`config.mk`:
```
export PLATFORM = sky130hd
export DESIGN_NAME = irq_route_ctrl
export DESIGN_NICKNAME = d
export VERILOG_FILES = /design/src/rtl/irc_pkg.sv /design/src/rtl/irc_prio_scan.sv /design/src/rtl/irc_regfile.sv /design/src/rtl/irc_bus_fsm.sv /design/src/rtl/irq_route_ctrl.sv
export SDC_FILE = /design/constraint.sdc
export NUM_CORES = 1
export LEC_CHECK = 0
export BUFFER_PORTS_ARGS = -buffer_cell sky130_fd_sc_hd__buf_2
export CORE_ASPECT_RATIO = 0.5
export CORE_UTILIZATION = 56
export CTS_CLUSTER_SIZE = 8
export DETAILED_ROUTE_END_ITERATION = 16
export PLACE_DENSITY_LB_ADDON = 0.25
export SYNTH_ARGS = -nofsm -noshare
export SYNTH_HDL_FRONTEND = slang
export SYNTH_HIERARCHICAL = 1
export SYNTH_SLANG_ARGS = --single-unit
```
`constraint.sdc`:
```
create_clock -name clk -period 3.05 [get_ports clk]
set_input_delay 0.1525 -clock clk [delete_from_list [all_inputs] [get_ports clk]]
set_output_delay 0.1525 -clock clk [all_outputs]
set_load 0.02 [all_outputs]
```
`src/rtl/irc_pkg.sv`:
```
package irc_pkg;

    // Bank identifiers, decoded from address bits above [3:0]
    localparam int BANK_SCALAR = 0;
    localparam int BANK_IRQP   = 1;
    localparam int BANK_FIQP   = 2;
    localparam int BANK_SEL    = 3;
    localparam int BANK_EN     = 4;
    localparam int BANK_MASK   = 5;

    // Word index inside the scalar group
    localparam int SCL_VECTOR  = 0;
    localparam int SCL_BASE    = 1;
    localparam int SCL_PROTECT = 2;
    localparam int SCL_NMI     = 3;

    typedef enum logic {
        BUS_IDLE = 1'b0,
        BUS_RESP = 1'b1
    } bus_state_e;

endpackage

```
`src/rtl/irc_prio_scan.sv`:
```
module irc_prio_scan #(
    parameter int NUM_WORDS = 3,
    parameter int WORD_W    = 32,
    localparam int NUM_SRC  = NUM_WORDS * WORD_W,
    localparam int SRC_W    = $clog2(NUM_SRC),
    localparam int VEC_W    = SRC_W + 2
) (
    input  logic [NUM_SRC-1:0] act_i,
    output logic               hit_o,
    output logic [VEC_W-1:0]   vec_o
);
    localparam int BIT_W = $clog2(WORD_W);

    logic [NUM_WORDS-1:0]            w_any;
    logic [NUM_WORDS-1:0][BIT_W-1:0] w_idx;
    logic [SRC_W-1:0]                src_num;

    // Per-word find-first: scan high to low so the lowest set bit wins
    for (genvar w = 0; w < NUM_WORDS; w++) begin : g_word
        logic [BIT_W-1:0] idx_g;
        always_comb begin
            idx_g = '0;
            for (int b = WORD_W - 1; b >= 0; b--) begin
                if (act_i[w*WORD_W + b]) idx_g = BIT_W'(b);
            end
        end
        assign w_any[w] = |act_i[w*WORD_W +: WORD_W];
        assign w_idx[w] = idx_g;
    end

    // Word-level select: lowest word with any active bit wins
    always_comb begin
        hit_o   = 1'b0;
        src_num = '0;
        for (int w = NUM_WORDS - 1; w >= 0; w--) begin
            if (w_any[w]) begin
                hit_o   = 1'b1;
                src_num = SRC_W'(w * WORD_W) + SRC_W'(w_idx[w]);
            end
        end
    end

    assign vec_o = {src_num, 2'b00};

endmodule

```
`src/rtl/irc_regfile.sv`:
```
module irc_regfile
    import irc_pkg::*;
#(
    parameter int NUM_WORDS = 3,
    parameter int WORD_W    = 32,
    parameter int ADDR_W    = 10,
    localparam int NUM_SRC  = NUM_WORDS * WORD_W,
    localparam int VEC_W    = $clog2(NUM_SRC) + 2
) (
    input  logic               clk,
    input  logic               rst_n,
    input  logic [NUM_SRC-1:0] src_i,
    input  logic               wr_en_i,
    input  logic [ADDR_W-1:0]  addr_i,
    input  logic [WORD_W-1:0]  wdata_i,
    input  logic [VEC_W-1:0]   vec_i,
    output logic [WORD_W-1:0]  rdata_o,
    output logic [NUM_SRC-1:0] pend_o,
    output logic [NUM_SRC-1:0] mask_o,
    output logic [NUM_SRC-1:0] sel_o
);
    localparam int BANK_W = ADDR_W - 4;

    logic [NUM_WORDS-1:0][WORD_W-1:0] pend_q, fpend_q, sel_q, en_q, mask_q;
    logic [WORD_W-1:0] base_q, prot_q, nmi_q;
    logic [NUM_SRC-1:0] clr_flat;

    logic              aligned;
    logic [1:0]        widx;
    logic [BANK_W-1:0] bank;
    logic              wr_ok;

    assign aligned = (addr_i[1:0] == 2'b00);
    assign widx    = addr_i[3:2];
    assign bank    = addr_i[ADDR_W-1:4];
    assign wr_ok   = wr_en_i && aligned;

    // Scalar words
    always_ff @(posedge clk or negedge rst_n) begin
        if (!rst_n) begin
            base_q <= '0;
            prot_q <= '0;
            nmi_q  <= '0;
        end else if (wr_ok && int'(bank) == BANK_SCALAR) begin
            case (int'(widx))
                SCL_BASE:    base_q <= {wdata_i[WORD_W-1:2], 2'b00};
                SCL_PROTECT: prot_q <= wdata_i;
                SCL_NMI:     nmi_q  <= wdata_i;
                default:     ;
            endcase
        end
    end

    // Banked words
    for (genvar w = 0; w < NUM_WORDS; w++) begin : g_bank
        logic             wsel;
        logic [WORD_W-1:0] clr_w, fclr_w;

        assign wsel   = wr_ok && (int'(widx) == w);
        assign clr_w  = (wsel && int'(bank) == BANK_IRQP) ? wdata_i : '0;
        assign fclr_w = (wsel && int'(bank) == BANK_FIQP) ? wdata_i : '0;
        assign clr_flat[w*WORD_W +: WORD_W] = clr_w;

        always_ff @(posedge clk or negedge rst_n) begin
            if (!rst_n) begin
                pend_q[w]  <= '0;
                fpend_q[w] <= '0;
                sel_q[w]   <= '0;
                en_q[w]    <= '0;
                mask_q[w]  <= '0;
            end else begin
                // a live source overrides a same-cycle clear
                pend_q[w]  <= (pend_q[w] & ~clr_w) | src_i[w*WORD_W +: WORD_W];
                fpend_q[w] <= fpend_q[w] & ~fclr_w;
                if (wsel && int'(bank) == BANK_SEL)  sel_q[w]  <= wdata_i;
                if (wsel && int'(bank) == BANK_EN)   en_q[w]   <= wdata_i;
                if (wsel && int'(bank) == BANK_MASK) mask_q[w] <= wdata_i;
            end
        end

        assign pend_o[w*WORD_W +: WORD_W] = pend_q[w];
        assign mask_o[w*WORD_W +: WORD_W] = mask_q[w];
        assign sel_o[w*WORD_W +: WORD_W]  = sel_q[w];
    end

    // Read mux
    always_comb begin
        rdata_o = '0;
        if (aligned) begin
            if (int'(bank) == BANK_SCALAR) begin
                case (int'(widx))
                    SCL_VECTOR:  rdata_o = WORD_W'(vec_i);
                    SCL_BASE:    rdata_o = base_q;
                    SCL_PROTECT: rdata_o = prot_q;
                    default:     rdata_o = nmi_q;
                endcase
            end else begin
                for (int w = 0; w < NUM_WORDS; w++) begin
                    if (int'(widx) == w) begin
                        case (int'(bank))
                            BANK_IRQP: rdata_o = pend_q[w];
                            BANK_FIQP: rdata_o = fpend_q[w];
                            BANK_SEL:  rdata_o = sel_q[w];
                            BANK_EN:   rdata_o = en_q[w];
                            BANK_MASK: rdata_o = mask_q[w];
                            default:   rdata_o = '0;
                        endcase
                    end
                end
            end
        end
    end

    // Every source high at an edge is pending afterwards
    assert_pend_latch_R2: assert property (@(posedge clk) disable iff (!rst_n)
        1'b1 |=> ((pend_o & $past(src_i)) == $past(src_i)));

    // No pending bit appears without its source
    assert_pend_no_spont_R2: assert property (@(posedge clk) disable iff (!rst_n)
        1'b1 |=> ((pend_o & ~$past(pend_o) & ~$past(src_i)) == '0));

    // Only bits named in a clear write can drop
    assert_pend_keep_R3: assert property (@(posedge clk) disable iff (!rst_n)
        1'b1 |=> (($past(pend_o) & ~$past(clr_flat) & ~pend_o) == '0));

endmodule

```
`src/rtl/irc_bus_fsm.sv`:
```
module irc_bus_fsm
    import irc_pkg::*;
#(
    parameter int WORD_W = 32
) (
    input  logic              clk,
    input  logic              rst_n,
    input  logic              req_valid_i,
    input  logic              req_write_i,
    input  logic [WORD_W-1:0] rdata_i,
    output logic              wr_en_o,
    output logic              rsp_valid_o,
    output logic [WORD_W-1:0] rsp_rdata_o
);
    bus_state_e state_q, state_d;
    logic       rd_req;

    assign rd_req  = req_valid_i && !req_write_i;
    assign wr_en_o = req_valid_i && req_write_i;

    // State register
    always_ff @(posedge clk or negedge rst_n) begin
        if (!rst_n) state_q <= BUS_IDLE;
        else        state_q <= state_d;
    end

    // Transitions: read accepted, read streamed, response done
    always_comb begin
        state_d = state_q;
        unique case (state_q)
            BUS_IDLE: if (rd_req)  state_d = BUS_RESP;
            BUS_RESP: if (!rd_req) state_d = BUS_IDLE;
            default:               state_d = BUS_IDLE;
        endcase
    end

    // Outputs
    always_ff @(posedge clk or negedge rst_n) begin
        if (!rst_n)      rsp_rdata_o <= '0;
        else if (rd_req) rsp_rdata_o <= rdata_i;
    end
    assign rsp_valid_o = (state_q == BUS_RESP);

    assert_rsp_follow_R11: assert property (@(posedge clk) disable iff (!rst_n)
        (req_valid_i && !req_write_i) |=> rsp_valid_o);

    assert_rsp_only_R11: assert property (@(posedge clk) disable iff (!rst_n)
        rsp_valid_o |-> $past(req_valid_i && !req_write_i));

endmodule

```
`src/rtl/irq_route_ctrl.sv`:
```
module irq_route_ctrl #(
    parameter int NUM_WORDS = 3,
    parameter int WORD_W    = 32,
    parameter int ADDR_W    = 10,
    localparam int NUM_SRC  = NUM_WORDS * WORD_W,
    localparam int VEC_W    = $clog2(NUM_SRC) + 2
) (
    input  logic               clk,
    input  logic               rst_n,
    input  logic [NUM_SRC-1:0] src_i,
    input  logic               req_valid_i,
    input  logic               req_write_i,
    input  logic [ADDR_W-1:0]  req_addr_i,
    input  logic [WORD_W-1:0]  req_wdata_i,
    output logic               rsp_valid_o,
    output logic [WORD_W-1:0]  rsp_rdata_o,
    output logic               irq_o,
    output logic               fiq_o
);
    logic               wr_en;
    logic [WORD_W-1:0]  rdata;
    logic [NUM_SRC-1:0] pend, mask, sel, active;
    logic [VEC_W-1:0]   vec;
    logic               hit;

    irc_bus_fsm #(.WORD_W(WORD_W)) u_bus (
        .clk(clk), .rst_n(rst_n),
        .req_valid_i(req_valid_i), .req_write_i(req_write_i),
        .rdata_i(rdata), .wr_en_o(wr_en),
        .rsp_valid_o(rsp_valid_o), .rsp_rdata_o(rsp_rdata_o)
    );

    irc_regfile #(.NUM_WORDS(NUM_WORDS), .WORD_W(WORD_W), .ADDR_W(ADDR_W)) u_regs (
        .clk(clk), .rst_n(rst_n), .src_i(src_i),
        .wr_en_i(wr_en), .addr_i(req_addr_i), .wdata_i(req_wdata_i),
        .vec_i(vec), .rdata_o(rdata),
        .pend_o(pend), .mask_o(mask), .sel_o(sel)
    );

    assign active = pend & ~mask;

    irc_prio_scan #(.NUM_WORDS(NUM_WORDS), .WORD_W(WORD_W)) u_scan (
        .act_i(active), .hit_o(hit), .vec_o(vec)
    );

    assign irq_o = hit;
    assign fiq_o = |(active & sel);

    assert_fiq_needs_irq_R5: assert property (@(posedge clk) disable iff (!rst_n)
        fiq_o |-> irq_o);

    assert_vec_idle_R6: assert property (@(posedge clk) disable iff (!rst_n)
        !irq_o |-> (vec == '0));

    assert_vec_points_active_R6: assert property (@(posedge clk) disable iff (!rst_n)
        irq_o |-> (pend[vec[VEC_W-1:2]] && !mask[vec[VEC_W-1:2]]));

endmodule

```
# Word level (Yosys, flattened, before mapping)
# Index checks and enable logic that the tools add are counted.
# totals
regBits	607
latch_bits	0
ramBits	0
rom_bits	0
input_bits	142
out_inout_bits	35
word_cells	207
n_memories	0
# op_classes
n_addsub	2
mul	0
n_div	0
n_lt_le_gt_ge	0
n_eq_ne	15
shifts	0
n_mux	118
n_bitwise	18
reduce_logical	34
# ops
op	n
2-to-1 mux 5 bit	96
case mux 32 bit (5 select lines)	3
2-to-1 mux 32 bit	11
AND 32 bit	6
AND 96 bit	2
NOT 32 bit	6
NOT 96 bit	1
OR 32 bit	3
case mux 32 bit (3 select lines)	1
OR reduction 32 bit	3
OR reduction 96 bit	1
equality test 6 x 3 -> 1 bit, second input constant	4
logical AND 1 bit	22
2-to-1 mux 7 bit	3
equality test 6 x 2 -> 1 bit, second input constant	3
equality test 6 x 4 -> 1 bit, second input constant	2
equality test 2 bit, second input constant	4
adder 6 x 5 -> 7 bit, first input constant	1
adder 7 x 5 -> 7 bit, first input constant	1
equality test 6 x 1 -> 1 bit, second input constant	1
logical NOT 2 bit	3
logical NOT 6 bit	1
AND reduction 2 bit	3
2-to-1 mux 1 bit	4
other kinds (2)	2

# Logic depth before layout (Yosys ltp)
# Gate-level depths: netlist of run 1.
# depth
depth_word	41
ltp_mapped	11
depth_no_buf	10

# By module
# The synthesis of run 1 kept the hierarchy.
# by_module_without_submodules
mod	instances	cells_each	area_each_um2	seq_area_each_um2
irc_regfile	1	2070	26065.0	14363.8
irc_bus_fsm	1	71	1387.6	825.8
irc_prio_scan	1	212	1238.7	0.0
irq_route_ctrl	1	179	1236.2	0.0

# Least setup slack after synthesis of run 1
# No wires, ideal clock.
# synth_path
path_kind	flip-flop to flip-flop
startpoint	register u_regs.pend_q, in the netlist u_regs/pend_o[36]
endpoint	register u_bus.rsp_rdata_o[3]
setup_time_ns	0.125
arrival_time_ns	2.786
path_slack_ns	0.139
stages_incl_launch_ff	11
n_path_buf	0
synth_period_minus_slack_ns	2.911
cell_sequence	dfrtp_1 nor2b_1 or4_4 nor4_4 nand2_2 nor3b_1 o211ai_1 nand3_1 mux4_2 a22o_1 mux2_4
# synth_between
elab_chain_cells	12
elab_cells_between_ends	13
classes_between	add/sub (1); mux (10); bitwise (1); reduce/logical (1)
# synth_lines
item	line_no	text
from (decl)	irc_regfile.sv:24	logic [NUM_WORDS-1:0][WORD_W-1:0] pend_q, fpend_q, sel_q, en_q, mask_q;
from (signal, indexed assignment)	irc_regfile.sv:73	pend_q[w] <= (pend_q[w] & ~clr_w) | src_i[w*WORD_W +: WORD_W];
AND 96 bit (*)	irq_route_ctrl.sv:40	assign active = pend & ~mask;
net active[36]	irq_route_ctrl.sv:22	logic [NUM_SRC-1:0] pend, mask, sel, active;
2-to-1 mux 5 bit (5 in series)	irc_prio_scan.sv:24	if (act_i[w*WORD_W + b]) idx_g = BIT_W'(b);
adder 6 x 5 -> 7 bit	irc_prio_scan.sv:38	src_num = SRC_W'(w * WORD_W) + SRC_W'(w_idx[w]);
2-to-1 mux 7 bit (*) (2 in series)	irc_prio_scan.sv:36	if (w_any[w]) begin
net vec[3]	irq_route_ctrl.sv:23	logic [VEC_W-1:0] vec;
case mux 32 bit (3 select lines) (*)	irc_regfile.sv:91	case (int'(widx))
2-to-1 mux 32 bit (*)	irc_regfile.sv:90	if (int'(bank) == BANK_SCALAR) begin
2-to-1 mux 32 bit (*)	irc_regfile.sv:89	if (aligned) begin
net rdata[3]	irq_route_ctrl.sv:21	logic [WORD_W-1:0] rdata;
to (signal assigned)	irc_bus_fsm.sv:40	else if (rd_req) rsp_rdata_o <= rdata_i;
to (decl)	irc_bus_fsm.sv:13	output logic [WORD_W-1:0] rsp_rdata_o
# Mark *: on every way through the listed nets, which the timed path passes. The rest lies on a longest branch.
# A chain may end at the register's enable or synchronous reset.

# Worst setup path after layout of run 1
# layout_path
startpoint	register u_regs.pend_q, in the netlist u_regs/pend_o[49]
endpoint	register u_bus.rsp_rdata_o[3]
# layout_between
elab_chain_cells	25
elab_cells_between_ends	26
classes_between	add/sub (1); mux (23); bitwise (1); reduce/logical (1)
# layout_lines
item	line_no
AND 96 bit (*)	irq_route_ctrl.sv:40
net active[49]	irq_route_ctrl.sv:22
2-to-1 mux 5 bit (18 in series)	irc_prio_scan.sv:24
adder 6 x 5 -> 7 bit	irc_prio_scan.sv:38
2-to-1 mux 7 bit (*) (2 in series)	irc_prio_scan.sv:36
net vec[3]	irq_route_ctrl.sv:23
case mux 32 bit (3 select lines) (*)	irc_regfile.sv:91
2-to-1 mux 32 bit (*)	irc_regfile.sv:90
2-to-1 mux 32 bit (*)	irc_regfile.sv:89
net rdata[3]	irq_route_ctrl.sv:21
# Marked as above.

==> metrics.csv, run 1 <==
metric,value,unit
Nets,3236,
Hold Crit Class,primary input to flop,
n_diodes,0,
Yosys reg bits,607,
total grt overflow,0,
Area Overhead vs Synth,26.8,%
Worst setup EP type,flop,
Die Width,329,um
Finished Layout Cells,3801,
core area,0.0523,sq mm
CP Launch Point,u_regs/pend_o[49],
setup ws final,-0.0502,ns
CP required,3.53,ns
H-tree levels,3,
Pint,13.6,mW
worst skew pair latency,0.62,ns
Reg2Reg Depth,10,
synth warn,6,
post-DP HPWL,74400,um
Flop pwr share,45.8,%
PD cells,469,mW/mm^2
CTS Sinks,607,
CTS tree,yes,
IO Port Bufs,176,
measured slew at the worst slew-check pin,0.786,ns
post-synthesis cell area,0.0299,sq mm
Worst setup SP type,flop,
Top Ports,177,
Worst Hold Launch,req_wdata_i[3],
worst-path cell chain,"nor2b_1, nor4_2, and4_1, nand2_2, nor3b_1, o211ai_1, nand3_1, mux4_2, a22o_1, mux2_4",
RR Endpoint,u_bus/rsp_rdata_o[3],
pre-CTS setup slack,-0.264,ns
CP Max Fanout,2,
failing checks,"DRC, setup timing",
hold_ws,0.0232,ns
Multi-input gate area,0.0141,sq mm
status,"complete, but fails checks",
post-synth top area share,50.8,%
Total Wirelength,112000,um
f_max,323,MHz
RR Startpoint,u_regs/pend_o[49],
Final setup viols,2,
layout cell share with drive strength beyond 1,34.9,%
first-pass GRT wire length,164000,um
Slew Limit Fails,0,
list of most frequent post-synthesis cells,"dfrtp_1 (607), mux2_2 (408), mux2i_1 (163)",
Sw Ratio,23.6,%
Slew HR,47.6,%
Post-synth EDFFs,0,
predominant post-synthesis flop cell,dfrtp_1,
clock share of power,47.6,%
number of global-route vias before repair,25100,
DR vias/cell,6.59,
Std-Cell Rows,59,
critical path's largest stage delay,0.58,ns
P_sw,4.21,mW
GP Congestion,1.00,
critical path arrival,3.58,ns
DIE AREA,0.0544,sq mm
skew final,0.0241,ns
largest net degree at the start of global routing,86,
met1 usage,59.3,%
WS Path Type,flop to flop,
total negative slack,-0.0621,ns
ys async rst share,100,%
CP max stage cell,nor4_2,
max cap viols,0,
Inserted Clock Buffers,85,
leakage power,17.2,nW
RSZ-0062 raised after global routing,yes,
drt drc,3,
fillers,3524,
Initial DRC Count,2837,
Yosys top cell by area,dfrtp_1,
Hold Crit Endpoint,u_regs/fpend_q[3],
placed insts,3487,
global router's overall resource usage,41.4,%
Syn Area/Cell,11.8,sq um
1st-pass router iterations,12,
combinational power share,6.6,%
Initial Util,57.2,%
Tcrit/Tclk final,102,%
GR Util met3,12.7,%
initial antenna violation count,3,
GRT busiest layer,met2,
Die H,165,um
Worst VDD drop,360,uV
Yosys cell types,76,
DRT antenna net count,0,
storage element area,0.0152,sq mm
fin util,72.5,%
Post-Syn Instances,2532,
Final Hold Vio Count,0,
"Seq/Total Area, Yosys",50.8,%
r2r setup slk,-0.05,ns
Vias,25000,
CTS max path bufs,3,
min cycle time layout,3.10,ns
hold depth,2,
Clock transition at path regs,0.05,ns
"count leader, synth",dfrtp_1,
GR Util met2,59.5,%
WL/cell,29.5,um
Root Driver,clkbuf_16,
ranking of synthesized cells by area,"dfrtp_1 (51%), mux2_2 (15%), mux2i_1 (5.5%)",
[final cells by class]
| cell class | count | share of cell area [%] |
|---|---|---|
| Multi-Input combinational cell | 1703 | 37.3 |
| Timing Repair Buffer | 677 | 14.3 |
| Clock inverter | 4 | 0.112 |
| Clock buffer | 89 | 5.81 |
| Inverter | 20 | 0.198 |
| Sequential cell | 607 | 40.0 |
| Tap cell | 701 | 2.31 |
[power by group through the flow]
| stage | logic (mW) | clock network (mW) | registers, mW |
|---|---|---|---|
| 3_3_place_gp | 0.995 | 0 | 8.28 |
| 3_5_place_dp | 1.01 | 0 | 8.28 |
| 2_1_floorplan | 0.470 | 0 | 8.27 |
| 5_1_grt | 1.25 | 8.82 | 8.15 |
| 4_1_cts | 1.14 | 8.49 | 8.15 |
| 6_report | 1.18 | 8.48 | 8.15 |
[critical path, delay by kind of cell, from the launching register on]
kind / cells / cell delay (ns)
AND/OR/NAND/NOR: 6 / 1.49
multiplexers: 2 / 0.76
AO/OA/AOI/OAI: 2 / 0.34
flip-flops: 1 / 0.37
[placed cells by master (no fill, tap or decap), types with 29 or more instances in the layout]
master / synthesis / routed
dlygate4sd3_1: 0 / 218
nor2_1: 59 / 49
nand2_1: 151 / 149
nor2b_1: 98 / 70
a21oi_1: 57 / 57
mux2i_1: 163 / 163
a21boi_0: 98 / 98
a31oi_1: 34 / 33
dfrtp_1: 607 / 607
buf_2: 29 / 173
a21o_1: 96 / 96
a22oi_1: 68 / 67
clkbuf_16: 0 / 88
o21ai_0: 54 / 53
mux2_2: 408 / 408
mux2_4: 29 / 29
buf_4: 6 / 266
[worst max-delay path by stage]
stage / to / slack (ns) / depth (start not counted)
after floorplan: u_bus/rsp_rdata_o[3] / 0.14 / 10
after global placement: u_bus/rsp_rdata_o[3] / -0.35 / 9
after detailed placement: u_bus/rsp_rdata_o[4] / -0.26 / 11
after CTS: u_bus/rsp_rdata_o[3] / -0.005 / 10
after global routing: u_bus/rsp_rdata_o[3] / -0.09 / 10
final: u_bus/rsp_rdata_o[3] / -0.05 / 10
[logic make-up after synthesis]
kind of cell           synth area share [%]
multiplexers                           22.9
buffers and inverters                  3.31
other                                0.0125
AO/OA/AOI/OAI                          14.8
AND/OR/NAND/NOR                        8.28
flip-flops                             50.8
[flip-flops by register name, summed over array words and instances (netlist names)]
register           flops
u_regs/base_q         30
u_regs/nmi_q          32
u_regs/prot_q         32
u_bus/rsp_rdata_o     32
u_regs/fpend_q        96
u_regs/en_q           96
u_regs/pend_o         96
u_regs/sel_o          96
u_regs/mask_o         96
u_bus/rsp_valid_o      1
[per-stage QoR]
step | instance area [sq um] | power, mW
after floorplan | 29900 | 8.74
after global placement | 33200 | 9.27
after detailed placement | 33200 | 9.28
after CTS | 37700 | 17.8
after global routing | 37900 | 18.2
final | 37900 | 17.8
[per-layer routing]
metal | vias up | wire, um
li1 | 10400 | -
met1 | 12800 | 46400
met2 | 1544 | 47700
met3 | 296 | 13900
met4 | 4 | 4260
met5 | - | 32
[what timing repair did]
action / CTS / global route
hold buffers: 218 / 0
pin swaps: 1 / 18
endpoints found under the setup margin: 9 / 6
endpoints found under the hold margin: 246 / 0
setup buffers: 0 / 3
gates resized for setup: 18 / 50
Note: power is estimated with default switching activity, not from simulation.
==> run 2: changes to the inputs <==
--- a/config.mk
+++ b/config.mk
@@ -10,6 +10,7 @@
 export CORE_UTILIZATION = 56
 export CTS_CLUSTER_SIZE = 8
 export DETAILED_ROUTE_END_ITERATION = 16
+export MAX_ROUTING_LAYER = met4
 export PLACE_DENSITY_LB_ADDON = 0.25
 export SYNTH_ARGS = -nofsm -noshare
 export SYNTH_HDL_FRONTEND = slang
==> metrics.csv, run 2 (synthesis results as in run 1) <==
metric,value,unit
Initial DRC Count,3028,
WL/cell,29.3,um
critical path arrival,3.57,ns
status,"complete, but fails checks",
Die Width,329,um
Hold Crit Class,primary input to flop,
Reg2Reg Depth,10,
initial antenna violation count,6,
setup ws final,-0.0324,ns
Final Hold Vio Count,0,
GRT busiest layer,met2,
Worst Hold Launch,req_addr_i[1],
Worst setup EP type,flop,
H-tree levels,3,
Hold Crit Endpoint,u_bus/rsp_rdata_o[31],
IO Port Bufs,176,
critical path's largest stage delay,0.49,ns
Total Wirelength,112000,um
core area,0.0523,sq mm
Finished Layout Cells,3841,
DIE AREA,0.0544,sq mm
CP required,3.54,ns
post-DP HPWL,75400,um
Vias,25200,
met1 usage,59.0,%
failing checks,"DRC, setup timing",
Tcrit/Tclk final,101,%
"delay-heaviest family, CP",simple AND/OR/NAND/NOR gates,
GP Congestion,1.03,
CTS Sinks,607,
RR Startpoint,u_regs/mask_o[85],
Die H,165,um
measured slew at the worst slew-check pin,0.841,ns
Worst setup SP type,flop,
Std-Cell Rows,59,
Initial Util,57.2,%
most frequent cells in the layout,"dfrtp_1 (607), mux2_2 (408), buf_4 (294), dlygate4sd3_1 (224), buf_2 (173)",
"most common cell after layout, fill and taps aside",dfrtp_1,
total grt overflow,0,
Slew HR,44.0,%
critical path buffer and inverter count,0,
Area Overhead vs Synth,27.6,%
GR Util met2,60.0,%
GR Util met3,13.6,%
placed insts,3516,
PD cells,465,mW/mm^2
largest net degree at the start of global routing,89,
Nets,3271,
placed cell area,0.0334,sq mm
max cap viols,0,
DRT antenna net count,0,
skew final,0.0249,ns
f_max,324,MHz
Top Ports,177,
worst-path cell chain,"nor2b_1, or4_1, nor3_1, o31ai_1, a41oi_1, o211ai_1, nand3_1, mux4_2, a22o_1, mux2_4",
final standard cell area without fillers,0.0382,sq mm
Root Driver,clkbuf_16,
Inserted Clock Buffers,85,
min cycle time layout,3.08,ns
layout cell share with drive strength beyond 1,35.3,%
global router's overall resource usage,42.9,%
worst skew pair latency,0.63,ns
Clock transition at path regs,0.05,ns
CP Max Fanout,4,
CP max stage cell,nor2b_1,
Worst VDD drop,429,uV
Final setup viols,1,
pre-CTS setup slack,-0.304,ns
hold depth,3,
DR vias/cell,6.57,
number of global-route vias before repair,25400,
1st-pass router iterations,12,
CTS max path bufs,3,
first-pass GRT wire length,165000,um
Slew Limit Fails,0,
RSZ-0062 raised after global routing,yes,
leakage power,17.3,nW
r2r setup slk,-0.03,ns
RR Endpoint,u_bus/rsp_rdata_o[3],
drt drc,6,
WS Path Type,flop to flop,
CTS tree,yes,
==> run 2: cell type report <==
cell class	instances	area [sq um]
Tap cell	701	877
Inverter	20	75.1
Multi-Input combinational cell	1703	14100
Fill cell	3434	14200
Clock buffer	87	2160
Antenna cell	6	15.0
Clock inverter	5	51.3
Sequential cell	607	15200
Timing Repair Buffer	712	5710
==> run 2: what timing repair did <==
action	CTS	global route
setup buffers	0	3
cloned	0	0
endpoints found under the setup margin	8	7
gates resized for setup	16	50
endpoints found under the hold margin	257	0
pin swaps	0	14
hold buffers	224	0
==> run 2: layer usage <==
layer | vias up | wire length [um]
li1 | 10500 | -
met1 | 12900 | 46700
met2 | 1569 | 47900
met3 | 290 | 14300
met4 | 0 | 3560
met5 | - | 0
==> run 2: stage by stage <==
| stage | hold WS, ns | utilization [%] | total power [mW] | setup TNS, ns |
|---|---|---|---|---|
| floorplan | -0.143 | - | 8.74 | 0 |
| global placement | 0.240 | 63.8 | 9.28 | -1.48 |
| detailed placement | 0.249 | 63.8 | 9.30 | -1.37 |
| CTS | 0.00419 | 72.5 | 17.7 | 0 |
| global route | 0.0382 | 73.0 | 18.2 | -0.163 |
| finish | 0.0234 | 73.0 | 17.7 | -0.0324 |
==> run 2: worst max-delay path by stage <==
stage / from / end / cells after the start
3_5_place_dp: u_regs/pend_o[24] / u_bus/rsp_rdata_o[3] / 9
6_report: u_regs/mask_o[85] / u_bus/rsp_rdata_o[3] / 10
2_1_floorplan: u_regs/pend_o[36] / u_bus/rsp_rdata_o[3] / 10
4_1_cts: u_regs/pend_o[44] / u_bus/rsp_rdata_o[5] / 9
5_1_grt: u_regs/pend_o[46] / u_bus/rsp_rdata_o[3] / 10
3_3_place_gp: u_regs/pend_o[24] / u_bus/rsp_rdata_o[3] / 9
==> run 2: where the power goes <==
group          total, mW  switching (mW)  internal [mW]
clock               8.39            3.45           4.94
sequential          8.15          0.0368           8.11
combinational       1.20           0.744          0.452
==> run 2: worst min-delay path, stage by stage <==
cell     delay, ns
buf_2         0.10
o32ai_1       0.08
mux2_2        0.26
